### src/rtl/lam_pkg.sv
package lam_pkg;

    localparam int OCT_W = 8;
    localparam logic [OCT_W-1:0] FRAME_CHR  = 8'hFC;
    localparam logic [OCT_W-1:0] MFRAME_CHR = 8'h7C;

    typedef struct packed {
        logic [OCT_W-1:0] data;
        logic             is_k;
    } octet_t;

    typedef enum logic [1:0] {
        CH_PLAIN  = 2'd0,
        CH_FRAME  = 2'd1,
        CH_MFRAME = 2'd2
    } chr_e;

    function automatic chr_e classify(octet_t o);
        if (!o.is_k)                 return CH_PLAIN;
        else if (o.data == FRAME_CHR)  return CH_FRAME;
        else if (o.data == MFRAME_CHR) return CH_MFRAME;
        else                         return CH_PLAIN;
    endfunction

endpackage

### src/rtl/lam_pos_ctr.sv
module lam_pos_ctr #(
    parameter int FL_W = 8,
    parameter int MF_W = 5
) (
    input  logic            clk,
    input  logic            rst,
    input  logic            adv,
    input  logic            mf_start,
    input  logic [FL_W-1:0] cfg_fl_m1,
    input  logic [MF_W-1:0] cfg_mf_m1,
    output logic            frame_end,
    output logic            mframe_end
);
    logic [FL_W-1:0] oct_q, oct_cur;
    logic [MF_W-1:0] frm_q, frm_cur;

    // Position of the octet now at the input; a multiframe strobe restarts it.
    assign oct_cur    = mf_start ? '0 : oct_q;
    assign frm_cur    = mf_start ? '0 : frm_q;
    assign frame_end  = (oct_cur >= cfg_fl_m1);
    assign mframe_end = frame_end && (frm_cur >= cfg_mf_m1);

    always_ff @(posedge clk) begin
        if (rst) begin
            oct_q <= '0;
            frm_q <= '0;
        end else if (adv) begin
            if (frame_end) begin
                oct_q <= '0;
                frm_q <= mframe_end ? '0 : frm_cur + 1'b1;
            end else begin
                oct_q <= oct_cur + 1'b1;
                frm_q <= frm_cur;
            end
        end
    end


    mf_restart_chk: assert property (@(posedge clk) disable iff (rst)
        (adv && mf_start && cfg_fl_m1 != '0) |=> (oct_q == FL_W'(1) && frm_q == '0));

endmodule

### src/rtl/lam_restore.sv
module lam_restore
    import lam_pkg::*;
(
    input  octet_t            oct_in,
    input  logic              frame_end,
    input  logic              mframe_end,
    input  logic              scram_en,
    input  logic [OCT_W-1:0]  prev_last,
    output octet_t            oct_out,
    output logic              misplaced
);
    chr_e kind;
    logic accepted;

    always_comb begin
        kind      = classify(oct_in);
        accepted  = ((kind == CH_FRAME)  && frame_end) ||
                    ((kind == CH_MFRAME) && mframe_end);
        misplaced = (kind != CH_PLAIN) && !accepted;
        oct_out   = oct_in;
        if (accepted) begin
            oct_out.is_k = 1'b0;
            if (scram_en)
                oct_out.data = (kind == CH_FRAME) ? FRAME_CHR : MFRAME_CHR;
            else
                oct_out.data = prev_last;
        end
    end

endmodule

### src/rtl/lam_err_ctr.sv
module lam_err_ctr #(
    parameter int W = 8
) (
    input  logic         clk,
    input  logic         rst,
    input  logic         clr,
    input  logic         inc,
    output logic [W-1:0] count
);
    localparam logic [W-1:0] MAX_CNT = '1;

    always_ff @(posedge clk) begin
        if (rst || clr)
            count <= '0;
        else if (inc && count != MAX_CNT)
            count <= count + 1'b1;
    end


    no_decrease_chk: assert property (@(posedge clk) disable iff (rst)
        (!$past(rst) && !$past(clr)) |-> (count >= $past(count)));


    saturate_chk: assert property (@(posedge clk) disable iff (rst)
        (!$past(rst) && !$past(clr) && $past(count) == MAX_CNT) |-> (count == MAX_CNT));


    clear_wins_chk: assert property (@(posedge clk) disable iff (rst)
        $past(clr) |-> (count == '0));

endmodule

### src/rtl/lane_align_mon.sv
module lane_align_mon
    import lam_pkg::*;
#(
    parameter int FL_W  = 8,
    parameter int MF_W  = 5,
    parameter int ERR_W = 8
) (
    input  logic              clk,
    input  logic              rst,
    input  logic              cfg_scram_en,
    input  logic [FL_W-1:0]   cfg_frame_len_m1,
    input  logic [MF_W-1:0]   cfg_mf_len_m1,
    input  logic              in_valid,
    input  logic [OCT_W-1:0]  in_data,
    input  logic              in_is_k,
    input  logic              in_mf_start,
    input  logic              err_clr,
    output logic              out_valid,
    output logic [OCT_W-1:0]  out_data,
    output logic              out_is_k,
    output logic              realign_req,
    output logic [ERR_W-1:0]  err_count
);
    octet_t            oct_in, oct_fix, out_q;
    logic              frame_end, mframe_end, misplaced;
    logic              valid_q, realign_q;
    logic [OCT_W-1:0]  prev_last_q;

    assign oct_in = '{data: in_data, is_k: in_is_k};

    lam_pos_ctr #(.FL_W(FL_W), .MF_W(MF_W)) u_pos (
        .clk        (clk),
        .rst        (rst),
        .adv        (in_valid),
        .mf_start   (in_mf_start),
        .cfg_fl_m1  (cfg_frame_len_m1),
        .cfg_mf_m1  (cfg_mf_len_m1),
        .frame_end  (frame_end),
        .mframe_end (mframe_end)
    );

    lam_restore u_fix (
        .oct_in     (oct_in),
        .frame_end  (frame_end),
        .mframe_end (mframe_end),
        .scram_en   (cfg_scram_en),
        .prev_last  (prev_last_q),
        .oct_out    (oct_fix),
        .misplaced  (misplaced)
    );

    lam_err_ctr #(.W(ERR_W)) u_err (
        .clk   (clk),
        .rst   (rst),
        .clr   (err_clr),
        .inc   (in_valid && misplaced),
        .count (err_count)
    );

    always_ff @(posedge clk) begin
        if (rst) begin
            valid_q     <= 1'b0;
            realign_q   <= 1'b0;
            out_q       <= '0;
            prev_last_q <= '0;
        end else begin
            valid_q   <= in_valid;
            realign_q <= in_valid && misplaced;
            if (in_valid) begin
                out_q <= oct_fix;
                if (frame_end)
                    prev_last_q <= oct_fix.data;
            end
        end
    end

    assign out_valid   = valid_q;
    assign out_data    = out_q.data;
    assign out_is_k    = out_q.is_k;
    assign realign_req = realign_q;


    latency_chk: assert property (@(posedge clk) disable iff (rst)
        !$past(rst) |-> (out_valid == $past(in_valid)));


    realign_src_chk: assert property (@(posedge clk) disable iff (rst)
        realign_req |-> ($past(in_valid) && $past(in_is_k) && out_valid && out_is_k));


    misplaced_out_chk: assert property (@(posedge clk) disable iff (rst)
        (out_valid && out_is_k && (out_data == FRAME_CHR || out_data == MFRAME_CHR))
            |-> realign_req);


    err_follows_chk: assert property (@(posedge clk) disable iff (rst)
        (realign_req && !$past(err_clr) && $past(err_count) != '1)
            |-> (err_count == $past(err_count) + 1'b1));

endmodule

### config.mk
export PLATFORM = sky130hd
export DESIGN_NAME = lane_align_mon
export DESIGN_NICKNAME = d
export VERILOG_FILES = /design/src/rtl/lam_pkg.sv /design/src/rtl/lam_pos_ctr.sv /design/src/rtl/lam_restore.sv /design/src/rtl/lam_err_ctr.sv /design/src/rtl/lane_align_mon.sv
export SDC_FILE = /design/constraint.sdc
export NUM_CORES = 1
export LEC_CHECK = 0
export BUFFER_PORTS_ARGS = -buffer_cell sky130_fd_sc_hd__clkbuf_2
export CAP_MARGIN = 20
export CELL_PAD_IN_SITES_DETAIL_PLACEMENT = 1
export CELL_PAD_IN_SITES_GLOBAL_PLACEMENT = 2
export CORE_MARGIN = 3
export CORE_UTILIZATION = 35
export DETAILED_ROUTE_END_ITERATION = 8
export GPL_ROUTABILITY_DRIVEN = 0
export PLACE_DENSITY_LB_ADDON = 0.05
export SLEW_MARGIN = 5
export SYNTH_ARGS = -nofsm -noshare
export SYNTH_HDL_FRONTEND = slang
export SYNTH_HIERARCHICAL = 1
export SYNTH_SLANG_ARGS = --single-unit
### constraint.sdc
create_clock -name clk -period 7.3 [get_ports clk]
set_input_delay 1.095 -clock clk [delete_from_list [all_inputs] [get_ports clk]]
set_output_delay 1.095 -clock clk [all_outputs]
set_load 0.005 [all_outputs]
Word level (Yosys, flattened, before mapping) --
Cells that the tools add are included.
Storage, ports and cells: bits in registers 40, latch bits 0, memory bits (writable) 0, bits in read-only memories 0, input port bits 28, output and inout bits 19, word-level logic and storage cells 40, memories kept 0
Operators by class: add/subtract/negate cells 3, $mul 0, divide/modulo/power cells 0, $lt $le $gt $ge 2, equal/unequal tests 5, shift operators 0, multiplexer cells 11, bitwise gates (word level) 0, reduce and logical (&&, ||, !) cells 11
Operator list (number):
- $mux 8 | 4
- $add 8x1->8 const B | 2
- $mux 5 | 3
- $mux 9 | 1
- $eq 8x7->1 const B | 1
- $eq 8x8->1 const B | 1
- $ge 8x8->1 | 1
- $ne 8x8->1 const B | 1
- $logic_and 1x1->1 | 6
- $mux 2 | 3
- $add 5x1->5 const B | 1
- $ge 5x5->1 | 1
- $eq 2x1->1 const B | 1
- $eq 2x2->1 const B | 1
- $logic_or 1x1->1 | 2
- $reduce_and 2->1 | 1
- $reduce_bool 2->1 | 1
- $logic_not 1->1 | 1

Depth between registers and ports, before layout --
Gate-level depths: netlist of run 1.
word-level depth 11, depth in mapped cells 14, gate-level depth less buffers 13

By module --
Netlist of run 1, hierarchy kept.
Modules (own cells, without submodules):
- lam_pos_ctr | instances 1, cells each 152, area an instance 1166.1 um2, seq. area each 260.2 um2
- lane_align_mon | instances 1, cells each 71, area an instance 760.7 um2, seq. area each 380.4 um2
- lam_err_ctr | instances 1, cells each 48, area an instance 421.7 um2, seq. area each 160.2 um2
- lam_restore | instances 1, cells each 18, area an instance 141.4 um2, seq. area each 0.0 um2

Worst setup path before layout of run 1 --
OpenSTA, ideal clock, no wires.
path type input-to-reg, start in in_mf_start, end reg u_err.count[6], setup time 0.115 ns, arrival time 4.001 ns, data required time 7.185 ns, path slack 3.184 ns, stages on the path 14, buffers on the path 2, cell sequence clkbuf_1 nand2b_1 ha_1 nand2b_4 a2111o_1 a21oi_4 buf_6 nor2_1 mux2_1 nor3_1 and2_1 nand3_1 or4_1 and3_1
Between the ends: longest elaborated chain between the ends 9, elaborated cells between the ends (all ways) 12, those cells by class order compare (2); mux (2); reduce/logical (8)
Ends and longest elaborated chain:
- start: declaration | RTL line lane_align_mon.sv:16 | input logic in_mf_start,
- $mux 8 / $mux 5 (equally long branches) | RTL line lam_pos_ctr.sv:18, lam_pos_ctr.sv:19
- $ge 8x8->1 / $ge 5x5->1 (equally long branches) | RTL line lam_pos_ctr.sv:20, lam_pos_ctr.sv:21
- $logic_and 1x1->1 (*) | RTL line lam_pos_ctr.sv:21 | assign mframe_end = frame_end && (frm_cur >= cfg_mf_m1);
- net mframe_end | RTL line lane_align_mon.sv:25 | logic frame_end, mframe_end, misplaced;
- $logic_and 1x1->1 (*) | RTL line lam_restore.sv:18 | ((kind == CH_MFRAME) && mframe_end);
- $logic_or 1x1->1 (*) | RTL line lam_restore.sv:17 | accepted = ((kind == CH_FRAME) && frame_end) ||
- $logic_not 1->1 (*) | RTL line lam_restore.sv:19 | misplaced = (kind != CH_PLAIN) && !accepted;
- $logic_and 1x1->1 (*) | RTL line lam_restore.sv:19
- net misplaced | RTL line lane_align_mon.sv:25
- $logic_and 1x1->1 (*) | RTL line lane_align_mon.sv:56 | .inc (in_valid && misplaced),
- $logic_and 1x1->1 (*) | RTL line lam_err_ctr.sv:15 | else if (inc && count != MAX_CNT)
- end signal: assignment | RTL line lam_err_ctr.sv:16 | count <= count + 1'b1;
- end: declaration | RTL line lam_err_ctr.sv:8 | output logic [W-1:0] count
Mark *: on every way through the listed nets, which the timed path passes. The rest lies on a longest branch. A chain may end at the register's enable or synchronous reset.

Worst setup path in the final report of run 1 --
start in in_mf_start, end reg u_err.count[3]
Between the ends: longest elaborated chain between the ends 9, elaborated cells between the ends (all ways) 12, those cells by class order compare (2); mux (2); reduce/logical (8)
Ends and longest elaborated chain:
- $mux 8 (*) | RTL line lam_pos_ctr.sv:18 | assign oct_cur = mf_start ? '0 : oct_q;
- $ge 8x8->1 (*) | RTL line lam_pos_ctr.sv:20 | assign frame_end = (oct_cur >= cfg_fl_m1);
- net frame_end | RTL line lane_align_mon.sv:25
- $logic_and 1x1->1 | RTL line lam_pos_ctr.sv:21
- $logic_and 1x1->1 | RTL line lam_restore.sv:18
- $logic_or 1x1->1 (*) | RTL line lam_restore.sv:17
- $logic_not 1->1 (*) | RTL line lam_restore.sv:19
- $logic_and 1x1->1 (*) | RTL line lam_restore.sv:19
- net misplaced | RTL line lane_align_mon.sv:25
- $logic_and 1x1->1 (*) | RTL line lane_align_mon.sv:56
- $logic_and 1x1->1 (*) | RTL line lam_err_ctr.sv:15
Marked as above.

==> flow_summary.toml, run 1 <==
[outcome]
status = "completed"

[die]
start_util_pct = 36.4
rows = 30
die_h_um = 90.3
design.core.area_sq_um = 6830
io_pins = 47
die_x_um = 90.3
dieArea_sq_um = 8160

[drt]
highest_layer = "met4"
met2RoutedLength_um = 2700
wl_per_cell_um = 14.1
wl_met3_um = 203
via_count = 2168
drc_errors = 0
drt_wl_total_um = 6010
first_pass_iters = 4
m1WireLength_um = 3040
avgViaCountPerCell = 5.10
drtIter0Drc = 33
final_antenna_net_count = 0

[sta]
finalHoldViolations = 0
max_slew_margin_pct = 41.9
tightest_slew_ns = 0.871
fin_crit_ns = 4.46
fin_skew_ns = 0.00896
rsz0062_at_grt = "false"
tns_ns = 0
setup_violations = 0
drv_slew = 0
period_share_pct = 61.1
fmax_ghz = 0.224

[global_route]
grt_usage_pct = 15.3
grt_antenna_before_repair = 0
grt_first_pass_wirelength_um = 10400
grt-ovfl-total = 0
grt_pass1_vias = 2201
grt_max_degree = 40

[synth]
synth_top_area_share_pct = 32.2
yosysWarnings = 6
synth_top_area_cell = "dfxtp_1"
synth_edf_count = 0
synth_cell_types = 61
synth.avg_cell_area_sq_um = 8.62
netlist_instances = 289
synth_common_cells = "40 x dfxtp_1, 23 x a21oi_1, 22 x nand2_1"
syn_nets = 333
synthTopCellsByArea = "dfxtp_1 32%, ha_1 8.0%, mux2i_1 5.2%"
yosysMostFrequentCell = "dfxtp_1"
ys.flop_type = "dfxtp_1"
async_flop_share_pct = 0
synth-seq-cells = 40
ys_seq_area_share_pct = 32.2
synth.cell_area_sq_um = 2490

[clock_tree]
root_buffer = "clkbuf_8"
postCtsHoldBufs = 0
clk_pin_slew_ns = 0.08
clk-insertion-delay-late_ns = 0.30
clk_path_buf_depth = 2
cts_tree = "done"
cts_resized = 0
ctsHtreeMaxLevel = 2
cts_buffers = 5
cts_setup_buffers = 0
clock-sinks = 40

[pwr]
p_leak_uw = 0.00128
pwr_density_cell_nw_per_um2 = 172
max-vdd-ir-drop_mv = 0.0837

[layout]
final_util_pct = 41.9
layout-drive-gt1-share_pct = 24.0
area_growth_pct = 15.0
diodes = 0
nets = 373

[min_path]
worstHoldPathCells = 2
hold_class = "reg2reg"

[setup_path]
worst-r2r-cell-count = 12
crit_required_ns = 7.53
cp_max_fo = 21
cp-start-kind = "input port"
timing.critical_path.arrival_ns = 4.70
worstSetupPathType = "in2reg"
endpoint_kind = "register"

[place]
io_buffer_count = 46
dp_hpwl_um = 4360

[job]
drv_cap = 0
==> kinds of logic (layout without fill, tap and decap cells) <==
group	after synthesis	in the layout	synth area share, %
simple gates	111	111	24.4
compound gates	66	66	19.2
flops	40	40	32.2
buf+inv	36	76	7.84
mux	18	18	7.64
fa+ha+maj	16	16	8.04
xor+xnor	2	2	0.704
==> sequential cells by signal, indices dropped and copies added (netlist names) <==
| register | flops |
|---|---|
| out_is_k | 1 |
| realign_req | 1 |
| u_pos/oct_q | 8 |
| out_valid | 1 |
| out_data | 8 |
| u_pos/frm_q | 5 |
| prev_last_q | 8 |
| u_err/count | 8 |
==> area by class of cell <==
type / count / area [sq um]
Clock buffer: 5 / 68.8
Fill cell: 849 / 3970
Tap cell: 96 / 120
Sequential cell: 40 / 801
Clock inverter: 2 / 60.1
Inverter: 22 / 82.6
Timing Repair Buffer: 47 / 238
Multi-Input combinational cell: 213 / 1490
==> report_power, final <==
| part | total (uW) | switching [uW] | leakage (uW) | internal (uW) |
|---|---|---|---|---|
| Combinational | 50.4 | 28.7 | 0.000889 | 21.7 |
| Sequential | 225 | 2.32 | 0.000325 | 223 |
| Clock | 217 | 82.1 | 0.0000642 | 135 |
==> critical path: stages <==
cell	delay [ns]
clkbuf_2	0.23
nand2b_1	0.25
ha_1	0.28
nand2b_4	0.13
a2111o_1	0.45
a21oi_4	0.42
inv_2	0.27
mux2_1	0.38
nor3_1	0.15
and2_1	0.25
and4_1	0.31
a21boi_0	0.26
mux2i_1	0.20
==> layer usage <==
metal	global-route usage, %	vias to the layer above
met2	24.4	35
met4	4.21	0
met1	20.7	1025
li1	-	1102
met3	3.67	6
met5	0	-
==> final timing paths <==
check / start / to / slack, ns
max: in_mf_start / u_err/count[3] / 2.84
min: u_pos/oct_q[1] / u_pos/oct_q[1] / 0.48
max reg2reg: u_pos/oct_q[0] / u_err/count[3] / 3.67
min reg2reg: u_pos/oct_q[1] / u_pos/oct_q[1] / 0.48
==> per-stage QoR <==
stage / instances / hold WS, ns / area, sq um / power [uW] / worst slack, ns
CTS: 425 / 0.482 / 2860 / 502 / 2.81
detailed placement: 418 / 0.466 / 2740 / 282 / 2.48
floorplan: 289 / 0.445 / 2490 / 263 / 3.18
finish: 425 / 0.478 / 2860 / 492 / 2.84
global route: 425 / 0.503 / 2860 / 516 / 2.47
global placement: 418 / 0.463 / 2740 / 281 / 2.58
==> layout by cell type (no fill, tap or decap), types with 2 or more instances in the layout <==
master	n
bufinv_16	2
nor3b_1	3
nand3_1	15
a21oi_2	2
a22oi_1	3
mux2i_1	13
o31a_2	2
clkbuf_2	46
or3_1	2
a21bo_1	2
nand4_1	6
nand2_1	22
o21bai_1	3
ha_1	16
a21oi_1	23
and3_1	4
o21ai_0	6
nor4_1	4
and3b_1	2
nor2_1	21
nor3_1	4
a21bo_2	6
and2_1	2
mux2_2	3
o21a_1	5
a21boi_0	2
inv_1	21
o31ai_1	2
nor2b_1	12
dfxtp_1	40
clkbuf_8	5
nand2b_1	3
Power figures use the tool's default switching activity.
==> run 2: changes to the inputs <==
--- a/config.mk
+++ b/config.mk
@@ -10,7 +10,7 @@
 export CELL_PAD_IN_SITES_DETAIL_PLACEMENT = 1
 export CELL_PAD_IN_SITES_GLOBAL_PLACEMENT = 2
 export CORE_MARGIN = 3
-export CORE_UTILIZATION = 35
+export CORE_UTILIZATION = 33
 export DETAILED_ROUTE_END_ITERATION = 8
 export GPL_ROUTABILITY_DRIVEN = 0
 export PLACE_DENSITY_LB_ADDON = 0.05
==> constraint.sdc (replaced) <==
create_clock -name clk -period 4.17 [get_ports clk]
set_input_delay 0.6255 -clock clk [delete_from_list [all_inputs] [get_ports clk]]
set_output_delay 0.6255 -clock clk [all_outputs]
set_load 0.005 [all_outputs]
==> run 2 against run 1 <==
  * Setup slack lost 2.2 ns
  * Global-route usage shrank 0.63 points
  * Clock-buffer cell count grew 1
  * Critical path depth is the same
  * Die area grew 5.6%
  * Cell area shrank 0.44%
  * Non-clock buffer count grew 2
  * Critical endpoint unchanged
  * Core utilization shrank 2.8 points
  * Sequential share of layout area grew 0.12 points
  * Via count is essentially flat
  * Wire length grew 0.83%
  * Final cell count grew 1.4%
==> flow_summary.toml, run 2 (synthesis results as in run 1) <==
[outcome]
status = "completed"

[pwr]
pwr_density_cell_nw_per_um2 = 267
combPwrFrac_pct = 11.6
max-vdd-ir-drop_mv = 0.156
p_leak_uw = 0.00127
switchingPower_uw = 198
seq_power_share_pct = 51.9
clkPwrFrac_pct = 36.5
p_int_uw = 562
swShare_pct = 26.1

[drt]
wl_per_cell_um = 14.1
via_count = 2169
first_pass_iters = 4
drt_wl_total_um = 6060
final_antenna_net_count = 0
avgViaCountPerCell = 5.03
drtIter0Drc = 60
drc_errors = 0

[clock_tree]
clk_path_buf_depth = 2
clk-insertion-delay-late_ns = 0.30
postCtsHoldBufs = 0
ctsHtreeMaxLevel = 2
cts_tree = "done"
clock-sinks = 40
cts_buffers = 5
cts_setup_buffers = 0
clk_pin_slew_ns = 0.09
cts_resized = 0
root_buffer = "clkbuf_8"

[layout]
fillers = 931
multi_input_area_sq_um = 1490
layout-drive-gt1-share_pct = 24.7
diodes = 0
final_area_sq_um = 2850
mostFrequentLayoutCells = "46 x clkbuf_2, 40 x dfxtp_1, 23 x a21oi_1, 22 x nand2_1"
final_util_pct = 39.1
regArea_sq_um = 801
area_growth_pct = 14.5
final_common_cell = "clkbuf_2"
nets = 375
final_cells = 431

[sta]
max_slew_margin_pct = 41.3
period_share_pct = 83.8
finalHoldViolations = 0
rsz0062_at_grt = "false"
drv_slew = 0
fin_crit_ns = 3.50
tns_ns = 0
setup_violations = 0
fin_skew_ns = 0.00945
fmax_ghz = 0.286
tightest_slew_ns = 0.880

[setup_path]
r2r_start = "u_pos/oct_q[4]"
crit_required_ns = 4.40
worstSetupPathType = "in2reg"
endpoint_kind = "register"
cp_max_fo = 17
cp-start-kind = "input port"
worst-r2r-setup-slack_ns = 1.01
worstReg2RegEnd = "out_data[7]"
timing.critical_path.arrival_ns = 3.73
worst-r2r-cell-count = 11

[die]
die_h_um = 92.9
io_pins = 47
die_x_um = 92.9
dieArea_sq_um = 8620
start_util_pct = 34.1
rows = 31
design.core.area_sq_um = 7290

[global_route]
grt_antenna_before_repair = 0
grt_max_degree = 40
grt_usage_pct = 14.7
grt-ovfl-total = 0
grt_pass1_vias = 2224
grt_first_pass_wirelength_um = 10400

[job]
drv_cap = 0

[place]
place_area_sq_um = 2750
dp_hpwl_um = 4480
dpl.cell_count = 423
io_buffer_count = 46

[min_path]
hold_class = "reg2reg"
worstHoldPathCells = 2
hold_path.startpoint = "u_pos/oct_q[1]"
min_delay_worst_endpoint = "u_pos/oct_q[1]"
[run 2: how the worst max path moves through the flow]
| stage | from | endpoint | slack, ns | depth (start not counted) |
|---|---|---|---|---|
| 2_1_floorplan | in_mf_start | u_err/count[6] | 0.52 | 14 |
| 3_3_place_gp | in_mf_start | u_err/count[3] | 0.46 | 13 |
| 3_5_place_dp | in_mf_start | u_err/count[3] | 0.36 | 13 |
| 4_1_cts | in_mf_start | u_err/count[3] | 0.65 | 13 |
| 5_1_grt | in_mf_start | u_err/count[3] | 0.39 | 13 |
| 6_report | in_mf_start | u_err/count[3] | 0.67 | 13 |
[run 2: cell type report]
class,instances,share of cell area [%]
inverters,22,2.90
repair buffers,49,8.86
flip-flops and latches,40,28.1
multi-input cells,213,52.4
clock buffers,6,2.90
well taps,99,4.34
clock inverters,2,0.527
[run 2: critical path, stage by stage]
cell	delay, ns
clkbuf_2	0.24
nand2b_1	0.26
ha_1	0.28
nand2b_4	0.13
a2111o_1	0.46
a21oi_4	0.18
nor2_1	0.06
mux2_1	0.32
nor3_1	0.13
and2_1	0.24
and4_1	0.30
a21boi_0	0.29
mux2i_1	0.21
[run 2: layer usage]
metal	part of all wire (%)	GRT usage, %	vias up
li1	-	-	1108
met1	48	18.8	1021
met2	47	25.0	36
met3	4.4	3.41	4
met4	0.68	3.30	0
met5	0	0	-
[run 2: through the flow]
step | hold slack, ns | worst slack (ns) | power [uW]
after floorplan | 0.445 | 0.523 | 460
after global placement | 0.466 | 0.456 | 493
after detailed placement | 0.479 | 0.358 | 494
after CTS | 0.492 | 0.650 | 776
after global routing | 0.520 | 0.390 | 800
final | 0.478 | 0.674 | 761
[run 2: power groups by stage]
stage | Clock (uW) | Combinational [uW] | Sequential [uW]
after floorplan | 0 | 56.9 | 404
after global placement | 0 | 88.9 | 404
after detailed placement | 0 | 90.0 | 404
after CTS | 291 | 90.4 | 395
after global routing | 304 | 101 | 396
final | 278 | 88.2 | 395
